File: src/rtl/gds_pkg.sv
package gds_pkg;
  typedef enum logic [2:0] {
    SQ_IDLE   = 3'd0,
    SQ_PRE_HI = 3'd1,
    SQ_HI_ON  = 3'd2,
    SQ_PRE_LO = 3'd3,
    SQ_LO_ON  = 3'd4
  } sq_state_t;
endpackage

File: src/rtl/gds_fb_delay.sv
// Feedback-qualified delay: counts edges with the discharge flag high while armed.
module gds_fb_delay #(
  parameter int unsigned DLY = 14
) (
  input  logic clk,
  input  logic rst_n,
  input  logic arm,
  input  logic fb_low,
  output logic done
);
  localparam int unsigned CW = $clog2(DLY + 2);
  localparam logic [CW-1:0] LIM = CW'(DLY);

  logic [CW-1:0] cnt;

  always_ff @(posedge clk or negedge rst_n) begin
    if (!rst_n)              cnt <= '0;
    else if (!arm || !fb_low) cnt <= '0;
    else if (cnt < LIM)      cnt <= cnt + 1'b1;
  end

  assign done = arm && fb_low && (cnt >= LIM);
endmodule

File: src/rtl/gds_span_timer.sv
// Saturating span counter; met goes high once run has lasted LIMIT cycles.
module gds_span_timer #(
  parameter int unsigned LIMIT     = 20,
  parameter bit          START_MET = 1'b0
) (
  input  logic clk,
  input  logic rst_n,
  input  logic run,
  output logic met
);
  localparam int unsigned CW = $clog2(LIMIT + 1);
  localparam logic [CW-1:0] CAP  = CW'(LIMIT);
  localparam logic [CW-1:0] LIM1 = CW'(LIMIT - 1);

  logic [CW-1:0] cnt;

  always_ff @(posedge clk or negedge rst_n) begin
    if (!rst_n)         cnt <= START_MET ? CAP : '0;
    else if (!run)      cnt <= '0;
    else if (cnt < CAP) cnt <= cnt + 1'b1;
  end

  assign met = (cnt >= LIM1);
endmodule

File: src/rtl/gds_de_latch.sv
// Per-period low-side kill latch; clear wins over set.
module gds_de_latch (
  input  logic clk,
  input  logic rst_n,
  input  logic set_req,
  input  logic clr_req,
  output logic kill
);
  always_ff @(posedge clk or negedge rst_n) begin
    if (!rst_n)       kill <= 1'b0;
    else if (clr_req) kill <= 1'b0;
    else if (set_req) kill <= 1'b1;
  end


  kill_clear_chk: assert property (@(posedge clk) disable iff (!rst_n)
    clr_req |=> !kill);
endmodule

File: src/rtl/gate_dt_seq.sv
module gate_dt_seq
  import gds_pkg::*;
#(
  parameter int unsigned HI_DLY  = 14,
  parameter int unsigned LO_DLY  = 14,
  parameter int unsigned MIN_ON  = 20,
  parameter int unsigned MIN_OFF = 64
) (
  input  logic clk,
  input  logic rst_n,
  input  logic en,
  input  logic cyc_start,
  input  logic pwm_stop,
  input  logic ho_fb_low,
  input  logic lo_fb_low,
  input  logic zc_above,
  input  logic ccm_sel,
  input  logic ss_busy,
  output logic ho_en,
  output logic lo_en,
  output logic de_active,
  output logic lo_latched
);
  sq_state_t st, st_nx;
  logic stop_seen, start_pend;
  logic hi_wait_done, lo_wait_done;
  logic on_met, off_met;
  logic kill_set, kill_clr;

  gds_fb_delay #(.DLY(HI_DLY)) u_hi_wait (
    .clk(clk), .rst_n(rst_n), .arm(st == SQ_PRE_HI),
    .fb_low(lo_fb_low), .done(hi_wait_done));

  gds_fb_delay #(.DLY(LO_DLY)) u_lo_wait (
    .clk(clk), .rst_n(rst_n), .arm(st == SQ_PRE_LO),
    .fb_low(ho_fb_low), .done(lo_wait_done));

  gds_span_timer #(.LIMIT(MIN_ON), .START_MET(1'b0)) u_on_tmr (
    .clk(clk), .rst_n(rst_n), .run(st == SQ_HI_ON), .met(on_met));

  gds_span_timer #(.LIMIT(MIN_OFF), .START_MET(1'b1)) u_off_tmr (
    .clk(clk), .rst_n(rst_n), .run(st != SQ_HI_ON), .met(off_met));

  always_comb begin
    st_nx = st;
    unique case (st)
      SQ_IDLE:   if (cyc_start)                      st_nx = SQ_PRE_HI;
      SQ_PRE_HI: if (hi_wait_done && off_met)        st_nx = SQ_HI_ON;
      SQ_HI_ON:  if ((pwm_stop || stop_seen) && on_met) st_nx = SQ_PRE_LO;
      SQ_PRE_LO: if (lo_wait_done)                   st_nx = SQ_LO_ON;
      SQ_LO_ON:  if (cyc_start || start_pend)        st_nx = SQ_PRE_HI;
      default:                                       st_nx = SQ_IDLE;
    endcase
    if (!en) st_nx = SQ_IDLE;
  end

  always_ff @(posedge clk or negedge rst_n) begin
    if (!rst_n) st <= SQ_IDLE;
    else        st <= st_nx;
  end

  always_ff @(posedge clk or negedge rst_n) begin
    if (!rst_n)                          stop_seen <= 1'b0;
    else if (!en || st != SQ_HI_ON)      stop_seen <= 1'b0;
    else if (pwm_stop)                   stop_seen <= 1'b1;
  end

  always_ff @(posedge clk or negedge rst_n) begin
    if (!rst_n)                start_pend <= 1'b0;
    else if (!en || st == SQ_LO_ON) start_pend <= 1'b0;
    else if (cyc_start && (st == SQ_HI_ON || st == SQ_PRE_LO)) start_pend <= 1'b1;
  end

  assign de_active = ss_busy | ~ccm_sel;
  assign kill_set  = en && (st == SQ_LO_ON) && de_active && zc_above;
  assign kill_clr  = !en || ((st_nx == SQ_PRE_HI) && (st != SQ_PRE_HI));

  gds_de_latch u_de_latch (
    .clk(clk), .rst_n(rst_n), .set_req(kill_set), .clr_req(kill_clr),
    .kill(lo_latched));

  assign ho_en = en && (st == SQ_HI_ON);
  assign lo_en = en && (st == SQ_LO_ON) && !lo_latched;


  gate_overlap_chk: assert property (@(posedge clk) disable iff (!rst_n)
    !(ho_en && lo_en));


  ho_after_lo_fb_chk: assert property (@(posedge clk) disable iff (!rst_n)
    $rose(ho_en) |-> ($past(lo_fb_low) && !$past(lo_en)));


  lo_after_ho_fb_chk: assert property (@(posedge clk) disable iff (!rst_n)
    $rose(lo_en) |-> ($past(ho_fb_low) && !$past(ho_en)));


  min_on_chk: assert property (@(posedge clk) disable iff (!rst_n)
    ($fell(ho_en) && en) |-> $past(on_met));


  min_off_chk: assert property (@(posedge clk) disable iff (!rst_n)
    $rose(ho_en) |-> $past(off_met));


  latch_blocks_lo_chk: assert property (@(posedge clk) disable iff (!rst_n)
    lo_latched |-> !lo_en);


  ss_forces_de_chk: assert property (@(posedge clk) disable iff (!rst_n)
    ss_busy |-> de_active);
endmodule

File: config.mk
export PLATFORM = sky130hd
export DESIGN_NAME = gate_dt_seq
export DESIGN_NICKNAME = d
export VERILOG_FILES = /design/src/rtl/gds_pkg.sv /design/src/rtl/gds_fb_delay.sv /design/src/rtl/gds_span_timer.sv /design/src/rtl/gds_de_latch.sv /design/src/rtl/gate_dt_seq.sv
export SDC_FILE = /design/constraint.sdc
export NUM_CORES = 1
export LEC_CHECK = 0
export CORE_MARGIN = 1.5
export CORE_UTILIZATION = 30
export DETAILED_ROUTE_END_ITERATION = 16
export GPL_TIMING_DRIVEN = 1
export PLACE_DENSITY = 0.55
export SLEW_MARGIN = 20
export SYNTH_ARGS = -nofsm -noshare
export SYNTH_HDL_FRONTEND = slang
export SYNTH_SLANG_ARGS = --single-unit
File: constraint.sdc
create_clock -name clk -period 2.2 [get_ports clk]
set_clock_uncertainty 0.05 [all_clocks]
set_input_delay 0.22 -clock clk [delete_from_list [all_inputs] [get_ports clk]]
set_output_delay 0.22 -clock clk [all_outputs]
set_load 0.01 [all_outputs]
==> flow_metrics.tcl <==
set metrics [dict create \
    die_h_um 70.98 \
    power.density_nw_per_um2 522.3 \
    core_um2 4414 \
    ys.flop_type "dfrtp_1" \
    cts_tree "built" \
    initial_utilization_pct 31.41 \
    clk_latency_ps 270 \
    gp_congestion 0.8144 \
    finalHoldViolations 0 \
    rsz0062_at_grt "false" \
    fin_crit_sh_pct 94.08 \
    worstPathArrival_ps 1800 \
    multiInputGateArea_um2 683.2 \
    maxSlewHeadroom_pct 71.22 \
    ir_drop_mv 0.4405 \
    synth_cells 138 \
    critPathLaunchType "register" \
    synthAdderAreaFrac_pct 5.415 \
    end_kind "output pin" \
    grt.overflow.total 0 \
    path_max_fanout 9 \
    maxCapViolations 0 \
    synth_seq_area_share_pct 47.02 \
    crit_chain "nor2_2 > nand2_1 > nor3b_1 > clkdlybuf4s50_1" \
    dieArea_um2 5038 \
    fill_cells 423 \
    grt_usage_pct 11.93 \
    drtIter0Drc 61 \
    drc 0 \
    detail_route.wl_per_cell_um 13.68 \
    fin_tns_setup_ps 0 \
    fin_util_pct 36.51 \
    leakagePower_uw 0.0006399 \
    num-nets-final 168 \
    critPathRequiredTime_ps 1930 \
    htreeDepth 1 \
    syn-num-nets 154 \
    grt_pass1_vias 1084 \
    synthMuxAreaShare_pct 1.444 \
    cts_sinks 26 \
    clockBufferDepth 2 \
    avgSynthCellArea_um2 10.05 \
    synth_seq_cells 26 \
    status "complete, no violations" \
    synth_top_family_by_area "simple AND/OR/NAND/NOR gates" \
    drive_gt1_share_pct 7.285 \
    maxSlewViolCount 0 \
    cts_hold_buf 0 \
    hp-class "in -> async" \
    synth_edf_count 0 \
    criticalPathCategory "reg -> out" \
    cts-root-buf "clkbuf_8" \
    grt_max_degree 27 \
    synth_commonest_cells "dfrtp_1, nor2_1, a21oi_1" \
    synth_area_leaders "dfrtp_1, ha_1, nor2_1, a21oi_1, o21ai_0" \
    antenna_found_initial 0 \
    async_flop_share_pct 100.0 \
    vias_per_cell 5.217 \
    worst_pin_slew_ps 420.9 \
    worst-path-buf-inv 1 \
    port_buffers 13 \
    routed_wl_um 2778 \
    vias 1059 \
    ys_warn_count 0 \
    synth_top_area_cell "dfrtp_1" \
    clk_pin_slew_ps 90 \
    timing.fmax_mhz 483.1 \
    crit_slowest_cell "clkdlybuf4s50_1" \
    ant_nets 0 \
    post_synth_num_cell_types 41 \
    yosys.area_share.simple_pct 20.49 \
    synth.most_common_cell "dfrtp_1" \
    diodes 0 \
    seqCellArea_um2 651.9 \
    netlist_area_um2 1386 \
    die_w_um 70.98 \
    fp-row-count 24 \
    critical_path.top_delay_family "buffers and inverters" \
    hpwl_um 2092 \
    setup_violations 0 \
    cts_inserted_buffers 3 \
    area_growth_pct 16.25 \
    synth_top_area_share_pct 45.13 \
    grt_pass1_wl_um 4857 \
    cp_slowest_stage_delay_ps 580 \
    period_minus_slack_ps 2070 \
    synth-compound-area-share_pct 17.15 \
    synth-xor-area-share_pct 4.422 \
    num_io_pins 14 \
    drtPass1Iterations 4 \
]
-- per-layer routing --
| metal | vias to the layer above | track usage [%] | wire length (um) |
|---|---|---|---|
| met3 | 2 | 3.419 | 77 |
| met1 | 523 | 14.31 | 1250 |
| li1 | 519 | - | - |
| met2 | 15 | 21.39 | 1436 |
| met4 | 0 | 2.306 | 13 |
| met5 | - | 0 | 0 |
-- report_power, final --
group	switching [uW]	total (uW)	internal, uW
Clock	145	305	160
Combinational	24.4	50.3	25.9
Sequential	6.18	486	480
Total	176	842	666
-- sequential cells by signal (all words and copies together) (netlist names) --
signal / cells
st: 3
start_pend: 1
stop_seen: 1
u_de_latch.kill: 1
u_hi_wait.cnt: 4
u_lo_wait.cnt: 4
u_off_tmr.cnt: 7
u_on_tmr.cnt: 5
-- cells by family after synthesis --
group | Yosys count
XOR/XNOR | 7
multiplexers | 2
buffers and inverters | 10
AND/OR/NAND/NOR | 52
flip-flops | 26
adder cells (fa/ha/maj) | 6
AO/OA/AOI/OAI | 35
-- layout by cell type, fill, tap and decap left out, drive strengths merged, types with 2 or more instances in the layout --
cell type,n
o21ai,7
a21oi,9
o211ai,2
inv,5
nand2,8
xnor2,3
mux2i,2
and2,3
xor2,4
o21a,3
or3,3
dfrtp,25
clkbuf,4
nor2,20
nand4b,3
ha,6
nor3,4
nand3,3
nor2b,2
a31oi,3
clkdlybuf4s50,13
a2111oi,2
-- worst paths after layout --
| kind | cells past startpoint | slack (ps) | start | endpoint |
|---|---|---|---|---|
| setup reg to reg | 5 | 430 | u_on_tmr.cnt[0] | u_de_latch.kill |
| setup / recovery | 4 | 130 | st[0] | lo_en |
| hold / removal | 2 | 270 | rst_n | u_off_tmr.cnt[3] |
| hold reg to reg | 1 | 450 | stop_seen | stop_seen |
| max in group asynchronous | 2 | 1540 | rst_n | u_off_tmr.cnt[6] |
| min in group clk | 1 | 450 | stop_seen | stop_seen |
-- metrics by stage --
stage               instance area [um2]  setup WS, ps  cells  hold WS, ps  total power (uW)
floorplan                          1386         540.0    138       -125.6             513.4
global placement                   1551         367.6    199        431.8             544.9
detailed placement                 1551         347.7    199        431.5             546.8
CTS                                1607         43.43    203        276.8             857.8
global route                       1612         54.36    203        285.2             888.6
finish                             1612         130.2    203        265.9             841.8
-- area by class of cell --
| type | count | area share [%] |
|---|---|---|
| well taps | 52 | 4.037 |
| flip-flops and latches | 26 | 40.45 |
| repair buffers | 14 | 8.540 |
| multi-input cells | 102 | 42.39 |
| inverters | 5 | 1.165 |
| clock buffers | 4 | 3.416 |
-- what timing repair did --
item / CTS / global route
setup endpoints to repair: 0 / 2
resized for setup: 0 / 2
setup buffers: 0 / 0
No activity file was read; power rests on OpenSTA's default activity.
